## config.mk

```make
export PLATFORM = sky130hd
export DESIGN_NAME = hs_stage_ctrl
export DESIGN_NICKNAME = d
export VERILOG_FILES = /design/src/rtl/hs_ctrl_pkg.sv /design/src/rtl/hs_order_guard.sv /design/src/rtl/hs_seq_fsm.sv /design/src/rtl/hs_drive_reg.sv /design/src/rtl/hs_phase_counter.sv /design/src/rtl/hs_stage_ctrl.sv
export SDC_FILE = /design/constraint.sdc
export NUM_CORES = 1
export LEC_CHECK = 0
export ABC_AREA = 1
export BUFFER_PORTS_ARGS = -buffer_cell sky130_fd_sc_hd__buf_4
export CAP_MARGIN = 20
export CORE_MARGIN = 10
export CORE_UTILIZATION = 41
export DETAILED_ROUTE_END_ITERATION = 16
export PLACE_DENSITY_LB_ADDON = 0.15
export SLEW_MARGIN = 20
export SYNTH_ARGS = -nofsm -noshare
export SYNTH_HDL_FRONTEND = slang
export SYNTH_SLANG_ARGS = --single-unit
```

## constraint.sdc

```tcl
create_clock -name clk -period 1.6 [get_ports clk]
set_input_delay 0.08 -clock clk [delete_from_list [all_inputs] [get_ports clk]]
set_output_delay 0.08 -clock clk [all_outputs]
set_load 0.1 [all_outputs]
```

## src/rtl/hs_ctrl_pkg.sv

```systemverilog
package hs_ctrl_pkg;

    typedef enum logic [2:0] {
        ST_IDLE      = 3'd0,
        ST_COMPUTE   = 3'd1,
        ST_SEND      = 3'd2,
        ST_ACK_IN    = 3'd3,
        ST_RELEASE   = 3'd4,
        ST_DRAIN     = 3'd5,
        ST_CLEAR_OUT = 3'd6
    } hs_state_e;

    // Levels of the three controller-driven wires.
    typedef struct packed {
        logic go;
        logic fwd;
        logic ack;
    } hs_drive_t;

    // Levels of the three wires the controller observes.
    typedef struct packed {
        logic req;
        logic fin;
        logic dack;
    } hs_sense_t;

    function automatic hs_drive_t drive_of(input hs_state_e s);
        hs_drive_t d;
        d = '0;
        unique case (s)
            ST_IDLE:      d = '{go: 1'b0, fwd: 1'b0, ack: 1'b0};
            ST_COMPUTE:   d = '{go: 1'b1, fwd: 1'b0, ack: 1'b0};
            ST_SEND:      d = '{go: 1'b1, fwd: 1'b1, ack: 1'b0};
            ST_ACK_IN:    d = '{go: 1'b1, fwd: 1'b1, ack: 1'b1};
            ST_RELEASE:   d = '{go: 1'b0, fwd: 1'b1, ack: 1'b1};
            ST_DRAIN:     d = '{go: 1'b0, fwd: 1'b0, ack: 1'b1};
            ST_CLEAR_OUT: d = '{go: 1'b0, fwd: 1'b0, ack: 1'b0};
            default:      d = '0;
        endcase
        return d;
    endfunction

endpackage

```

## src/rtl/hs_order_guard.sv

```systemverilog
module hs_order_guard
    import hs_ctrl_pkg::*;
(
    input  logic      clk,
    input  logic      rst_n,
    input  hs_state_e state_q,
    input  hs_sense_t sense,
    output logic      awaited,
    output logic      violation,
    output logic      err_q
);

    // Per state: the awaited event, and the two inputs that must stay put.
    always_comb begin
        awaited   = 1'b0;
        violation = 1'b0;
        unique case (state_q)
            ST_IDLE: begin
                awaited   = sense.req;
                violation = sense.fin | sense.dack;
            end
            ST_COMPUTE: begin
                awaited   = sense.fin;
                violation = ~sense.req | sense.dack;
            end
            ST_SEND: begin
                awaited   = sense.dack;
                violation = ~sense.req | ~sense.fin;
            end
            ST_ACK_IN: begin
                awaited   = ~sense.req;
                violation = ~sense.fin | ~sense.dack;
            end
            ST_RELEASE: begin
                awaited   = ~sense.fin;
                violation = sense.req | ~sense.dack;
            end
            ST_DRAIN: begin
                awaited   = ~sense.dack;
                violation = sense.req | sense.fin;
            end
            ST_CLEAR_OUT: begin
                awaited   = 1'b1;
                violation = sense.fin | sense.dack;
            end
            default: begin
                awaited   = 1'b0;
                violation = 1'b1;
            end
        endcase
    end

    always_ff @(posedge clk or negedge rst_n) begin
        if (!rst_n) begin
            err_q <= 1'b0;
        end else if (violation) begin
            err_q <= 1'b1;
        end
    end

endmodule

```

## src/rtl/hs_seq_fsm.sv

```systemverilog
module hs_seq_fsm
    import hs_ctrl_pkg::*;
(
    input  logic      clk,
    input  logic      rst_n,
    input  logic      awaited,
    input  logic      violation,
    output hs_state_e state_q,
    output hs_state_e state_d,
    output logic      half_done
);

    always_comb begin
        state_d = state_q;
        if (!violation && awaited) begin
            unique case (state_q)
                ST_IDLE:      state_d = ST_COMPUTE;
                ST_COMPUTE:   state_d = ST_SEND;
                ST_SEND:      state_d = ST_ACK_IN;
                ST_ACK_IN:    state_d = ST_RELEASE;
                ST_RELEASE:   state_d = ST_DRAIN;
                ST_DRAIN:     state_d = ST_CLEAR_OUT;
                ST_CLEAR_OUT: state_d = ST_IDLE;
                default:      state_d = ST_IDLE;
            endcase
        end
    end

    // A half completes when the upstream acknowledge is about to toggle.
    assign half_done = ((state_q == ST_SEND)  && (state_d == ST_ACK_IN)) ||
                       ((state_q == ST_DRAIN) && (state_d == ST_CLEAR_OUT));

    always_ff @(posedge clk or negedge rst_n) begin
        if (!rst_n) begin
            state_q <= ST_IDLE;
        end else begin
            state_q <= state_d;
        end
    end

endmodule

```

## src/rtl/hs_drive_reg.sv

```systemverilog
module hs_drive_reg
    import hs_ctrl_pkg::*;
(
    input  logic      clk,
    input  logic      rst_n,
    input  hs_state_e state_d,
    output hs_drive_t drive_q
);

    // Outputs are decoded from the next state and registered: glitch-free,
    // and aligned with the state register.
    always_ff @(posedge clk or negedge rst_n) begin
        if (!rst_n) begin
            drive_q <= '0;
        end else begin
            drive_q <= drive_of(state_d);
        end
    end

endmodule

```

## src/rtl/hs_phase_counter.sv

```systemverilog
module hs_phase_counter #(
    parameter int CNT_W = 8
) (
    input  logic             clk,
    input  logic             rst_n,
    input  logic             bump,
    output logic [CNT_W-1:0] cnt_q
);

    localparam logic [CNT_W-1:0] ONE = CNT_W'(1);

    always_ff @(posedge clk or negedge rst_n) begin
        if (!rst_n) begin
            cnt_q <= '0;
        end else if (bump) begin
            cnt_q <= cnt_q + ONE;
        end
    end

endmodule

```

## src/rtl/hs_stage_ctrl.sv

```systemverilog
module hs_stage_ctrl
    import hs_ctrl_pkg::*;
#(
    parameter int CNT_W = 8
) (
    input  logic             clk,
    input  logic             rst_n,
    input  logic             up_req,
    output logic             up_ack,
    output logic             dn_req,
    input  logic             dn_ack,
    output logic             calc_go,
    input  logic             calc_fin,
    output logic             proto_err,
    output logic [CNT_W-1:0] phase_cnt
);

    hs_state_e state_q;
    hs_state_e state_d;
    hs_sense_t sense;
    hs_drive_t drive_q;
    logic      awaited;
    logic      violation;
    logic      half_done;

    assign sense = '{req: up_req, fin: calc_fin, dack: dn_ack};

    hs_order_guard u_guard (
        .clk       (clk),
        .rst_n     (rst_n),
        .state_q   (state_q),
        .sense     (sense),
        .awaited   (awaited),
        .violation (violation),
        .err_q     (proto_err)
    );

    hs_seq_fsm u_fsm (
        .clk       (clk),
        .rst_n     (rst_n),
        .awaited   (awaited),
        .violation (violation),
        .state_q   (state_q),
        .state_d   (state_d),
        .half_done (half_done)
    );

    hs_drive_reg u_drive (
        .clk     (clk),
        .rst_n   (rst_n),
        .state_d (state_d),
        .drive_q (drive_q)
    );

    hs_phase_counter #(.CNT_W(CNT_W)) u_cnt (
        .clk   (clk),
        .rst_n (rst_n),
        .bump  (half_done),
        .cnt_q (phase_cnt)
    );

    assign calc_go = drive_q.go;
    assign dn_req  = drive_q.fwd;
    assign up_ack  = drive_q.ack;

endmodule

```

Word-level counts from Yosys, hierarchy flattened
Index checks and enable logic that the tools add are counted.
{ "word_totals": {"regBits": 15, "latchBits": 0, "mem_bits_rw": 0, "rom_bits": 0, "input_bits": 5, "output_inout_bits": 12, "word_cells": 40, "n_memories": 0} }
{ "classes": {"n_addsub": 1, "multipliers": 0, "div": 0, "order_cmp": 0, "n_eq_ne": 12, "n_shift": 0, "n_mux": 5, "bitwise": 9, "reduce_logical": 7} }
{ "op_table": {"columns": ["op", "n"], "rows": [
  ["3-bit equality test, second input constant", 6],
  ["3-bit one-hot mux with 6 select lines", 1],
  ["3-bit one-hot mux with 5 select lines", 1],
  ["3-bit by 2-bit equality test with 1-bit output, second input constant", 4],
  ["8-bit by 1-bit adder with 8-bit output, second input constant", 1],
  ["1-bit one-hot mux with 7 select lines", 1],
  ["3-bit by 1-bit equality test with 1-bit output, second input constant", 2],
  ["1-bit bitwise OR", 6],
  ["1-bit one-hot mux with 6 select lines", 1],
  ["1-bit logical AND", 3],
  ["3-bit zero test", 1],
  ["3-bit 2-to-1 mux", 1],
  ["1-bit inverter", 3],
  ["2-bit OR reduction", 1],
  ["1-bit zero test", 1],
  ["1-bit logical OR", 1]
]} }

Longest topological paths before layout
{ "logic_depth": {"ltp_word": 9, "ltp_mapped": 13, "ltp_nobuf": 13} }

Cells and area by module
Synthesis repeated with hierarchy kept, for this count alone.
{ "unflattened": {"hier_cells": 118, "area_unflattened_um2": 883.3} }
{ "by_module_without_submodules": {"columns": ["module", "instances", "cells_each", "area_each_um2", "seq_area_each_um2"], "rows": [
  ["hs_phase_counter", 1, 40, 375.4, 200.2],
  ["hs_order_guard", 1, 44, 229.0, 25.0],
  ["hs_seq_fsm", 1, 21, 162.7, 75.1],
  ["hs_drive_reg", 1, 13, 116.4, 75.1]
]} }

Least setup slack after synthesis
No wires, ideal clock.
{ "synth_path": {"path_type": "register to register", "start": "register u_cnt.cnt_q[0]", "end": "register u_cnt.cnt_q[6]", "setup_time_ns": 0.126, "t_arrival_ns": 1.690, "t_required_ns": 1.474, "path_slack_ns": -0.215, "path_stages_with_launch": 6, "n_path_buf": 0, "synth_period_minus_slack_ns": 1.815, "path_cell_list": "dfrtp_1 ha_1 nand4_1 xor2_1 nand2_1 o21ai_1"} }
{ "synth_between": {"elab_chain_len": 1} }
{ "synth_rtl": {"columns": ["element", "line", "source"], "rows": [
  ["from (decl)", "hs_phase_counter.sv:7", "output logic [CNT_W-1:0] cnt_q"],
  ["from (signal assigned)", "hs_phase_counter.sv:16", "cnt_q <= cnt_q + ONE;"],
  ["8-bit by 1-bit adder with 8-bit output", "hs_phase_counter.sv:16", null]
]} }
No other way between the ends.
A chain may end at the register's enable or synchronous reset.

Worst setup path after layout
{ "layout_path": {"start": "register u_fsm.state_q[0]", "end": "register, netlist name u_drive.drive_q[1]"} }
{ "layout_between": {"elab_chain_len": 8, "word_cells_on_any_way": 20, "classes_between": "eq/ne (11); mux (5); reduce/logical (4)"} }
{ "layout_rtl": {"columns": ["element", "line", "source"], "rows": [
  ["from (decl)", "hs_seq_fsm.sv:8", "output hs_state_e state_q,"],
  ["from (signal assigned)", "hs_seq_fsm.sv:37", "state_q <= state_d;"],
  ["3-bit equality test / 3-bit zero test (equally long branches)", "hs_order_guard.sv:17, hs_seq_fsm.sv:16", null],
  ["2-bit OR reduction (no source line)", null, null],
  ["1-bit one-hot mux with 6 select lines", "hs_order_guard.sv:17", "unique case (state_q)"],
  ["1-bit zero test", "hs_seq_fsm.sv:15", "if (!violation && awaited) begin"],
  ["1-bit logical AND", "hs_seq_fsm.sv:15", null],
  ["3-bit 2-to-1 mux *", "hs_seq_fsm.sv:15", null],
  ["3-bit equality test (tied with other cells)", "hs_ctrl_pkg.sv:30", "unique case (s)"],
  ["3-bit one-hot mux with 5 select lines *", "hs_ctrl_pkg.sv:30", null]
]} }
Every way passes the cells marked *; elsewhere a longest branch is shown, timed or not.

==> results.json <==
{
  "cts-root-buf": "clkbuf_4",
  "wl_um": 2730,
  "slew_headroom": 0.681,
  "fp.dieW_um": 69.7,
  "slew_viol_final": 0,
  "drc_errors": 0,
  "crit-reg2reg-launch": "u_fsm.state_q[0]",
  "hp-class": "primary input to async pin",
  "clkLatencyLatePin_ps": 290,
  "nets": 184,
  "max_freq_mhz": 570,
  "tns_ps": -1510,
  "grt_max_degree": 16,
  "rr_endpoint": "u_drive.drive_q[1]",
  "synthDistinctLibCells": 22,
  "syn_area_per_cell_um2": 7.34,
  "hold_viol_final": 0,
  "place_ws_ps": -182,
  "cts_buffer_depth": 2,
  "dr_wl_met2_um": 1430,
  "status": "complete, but fails checks",
  "ys_seq_elements": 15,
  "crit_arrival_ps": 1950,
  "synthesis.area_um2": 1010,
  "grt_first_pass_wirelength_um": 4710,
  "row_count": 17,
  "syn_nets": 144,
  "die_h_um": 69.7,
  "post-route-period-util": 1.10,
  "syn2layout_area_growth_pct": 39.8,
  "worstSetupPathType": "register to register",
  "numCtsBuffers": 3,
  "grt_pass1_vias": 1062,
  "fin_ws_ps": -153,
  "clock_skew_ps": 2.05,
  "reg2reg_slack_ps": -150,
  "cts_tree": "built",
  "vias_per_cell": 5.20,
  "synth_warnings": 0,
  "first_pass_iters": 4,
  "dp_hpwl_um": 1890,
  "grt-ovfl-total": 0,
  "drtIter0Drc": 85,
  "period_needed_ps": 1750,
  "die_area_um2": 4860,
  "synthCells": 138,
  "tightest_slew_ps": 477,
  "setup_viol": 14,
  "core_um2": 2280,
  "antenna_found_initial": 0,
  "holdWs_ps": 167,
  "routedWlPerCell_um": 13.3,
  "rsz0062_at_grt": "true",
  "cp.required_ps": 1790,
  "synth_seq_area_share": 0.370,
  "htree_levels": 1,
  "grt_usage": 0.111,
  "wl_met3_um": 134,
  "failed_checks": "negative setup slack",
  "start_util": 0.445,
  "ant_nets": 0,
  "cp_max_fo": 8,
  "ios": 17,
  "m1WireLength_um": 1140,
  "end_kind": "register",
  "gp_congestion": 0.816,
  "drive_gt1_frac": 0.412,
  "clk_pin_slew_ps": 90,
  "dr_total_vias": 1066,
  "cap_violations": 0,
  "io_buffers": 16,
  "dr.max_layer_used": "met4",
  "start_kind": "register",
  "diodes": 0,
  "reg2reg_depth": 14,
  "numClockSinks": 15
}
## cells by family after synthesis
kind of cell,Yosys count,synth area share
flip-flops,15,0.370
AND/OR/NAND/NOR,86,0.431
buffers and inverters,19,0.0802
AO/OA/AOI/OAI,11,0.0543
XOR/XNOR,6,0.0519
adder cells (fa/ha/maj),1,0.0123
## metrics by stage
| step | util | instance area (um2) | instances |
|---|---|---|---|
| 2_1_floorplan | - | 1040 | 138 |
| 3_3_place_gp | 0.570 | 1300 | 195 |
| 3_5_place_dp | 0.570 | 1300 | 195 |
| 4_1_cts | 0.604 | 1370 | 203 |
| 5_1_grt | 0.622 | 1420 | 205 |
| 6_report | 0.622 | 1420 | 205 |
## worst max path at each step
stage,slack [ps],start,to,depth (start not counted)
after floorplan,-30,u_fsm.state_q[1],u_cnt.cnt_q[2],12
after global placement,-170,u_fsm.state_q[0],u_cnt.cnt_q[2],13
after detailed placement,-180,u_fsm.state_q[0],u_cnt.cnt_q[2],13
after CTS,-130,u_fsm.state_q[2],u_drive.drive_q[0],12
after global routing,-300,u_fsm.state_q[0],u_drive.drive_q[1],14
final,-150,u_fsm.state_q[0],u_drive.drive_q[1],14
## sequential cells by signal (all words and copies together) (netlist names)
signal / flops
u_drive.drive_q: 3
u_cnt.cnt_q: 8
u_guard.err_q: 1
u_fsm.state_q: 3
## Yosys cell counts
| master | instances | area, um2 |
|---|---|---|
| nand3b_1 | 2 | 15.0 |
| inv_1 | 13 | 48.8 |
| nand3_1 | 11 | 55.1 |
| nand3_2 | 1 | 10.0 |
| inv_2 | 3 | 11.3 |
| nor2_1 | 7 | 26.3 |
| dfrtp_1 | 15 | 375 |
| nor2_4 | 2 | 22.5 |
| nand2_1 | 46 | 173 |
| ha_1 | 1 | 12.5 |
| nand2_2 | 3 | 18.8 |
| nand4_1 | 10 | 62.6 |
| nand3_4 | 1 | 17.5 |
| buf_6 | 1 | 11.3 |
| o21ai_0 | 7 | 35.0 |
| buf_2 | 2 | 10.0 |
| nor2_8 | 1 | 20.0 |
| nor4_1 | 1 | 6.26 |
| a21oi_1 | 2 | 10.0 |
| xor2_1 | 6 | 52.6 |
| o21ai_1 | 2 | 10.0 |
| nor3_2 | 1 | 10.0 |
## layout by cell type, fill, tap and decap left out, drive strengths merged
cell,count
nand2,49
buf,36
inv,16
dfrtp,15
nand3,13
nor2,11
nand4,10
o21ai,9
xor2,6
clkbuf,3
a21oi,2
nand3b,2
nor3,1
nor4,1
ha,1
clkinv,1
dlygate4sd3,1
## critical path, stage by stage, from the launching register on
cell and delay, ps:
dfrtp_2 450, buf_12 150, nor2_4 120, nand2_2 70, nand2_1 60, nand2_1 50, nand2_1 60, inv_2 60
nor2_8 90, nand3_4 160, buf_6 170, nand2_2 60, nand2_2 50, nand3_2 60, nand2_2 50
## timing repair
action                                  CTS  global route
hold buffers                              1             0
setup buffers                             2             2
pin swaps                                 6             7
gates resized for setup                   7            10
cloned                                    1             0
endpoints found under the hold margin    15             0
endpoints found under the setup margin   14            14
## layout make-up
class	instances	area [um2]
Clock inverter	1	5.00
Sequential cell	15	387
Multi-Input combinational cell	105	608
Inverter	16	62.6
Clock buffer	3	22.5
Tap cell	28	35.0
Timing Repair Buffer	37	297
Fill cell	176	860
## layer usage
metal  vias to the layer above  GRT usage
li1                        534          -
met1                       504      0.131
met4                         0     0.0261
met3                         4     0.0385
met5                         -          0
met2                        24      0.186
Power is not shown: default switching activity piles up to over one toggle a cycle in this logic, so the estimate is an artifact.
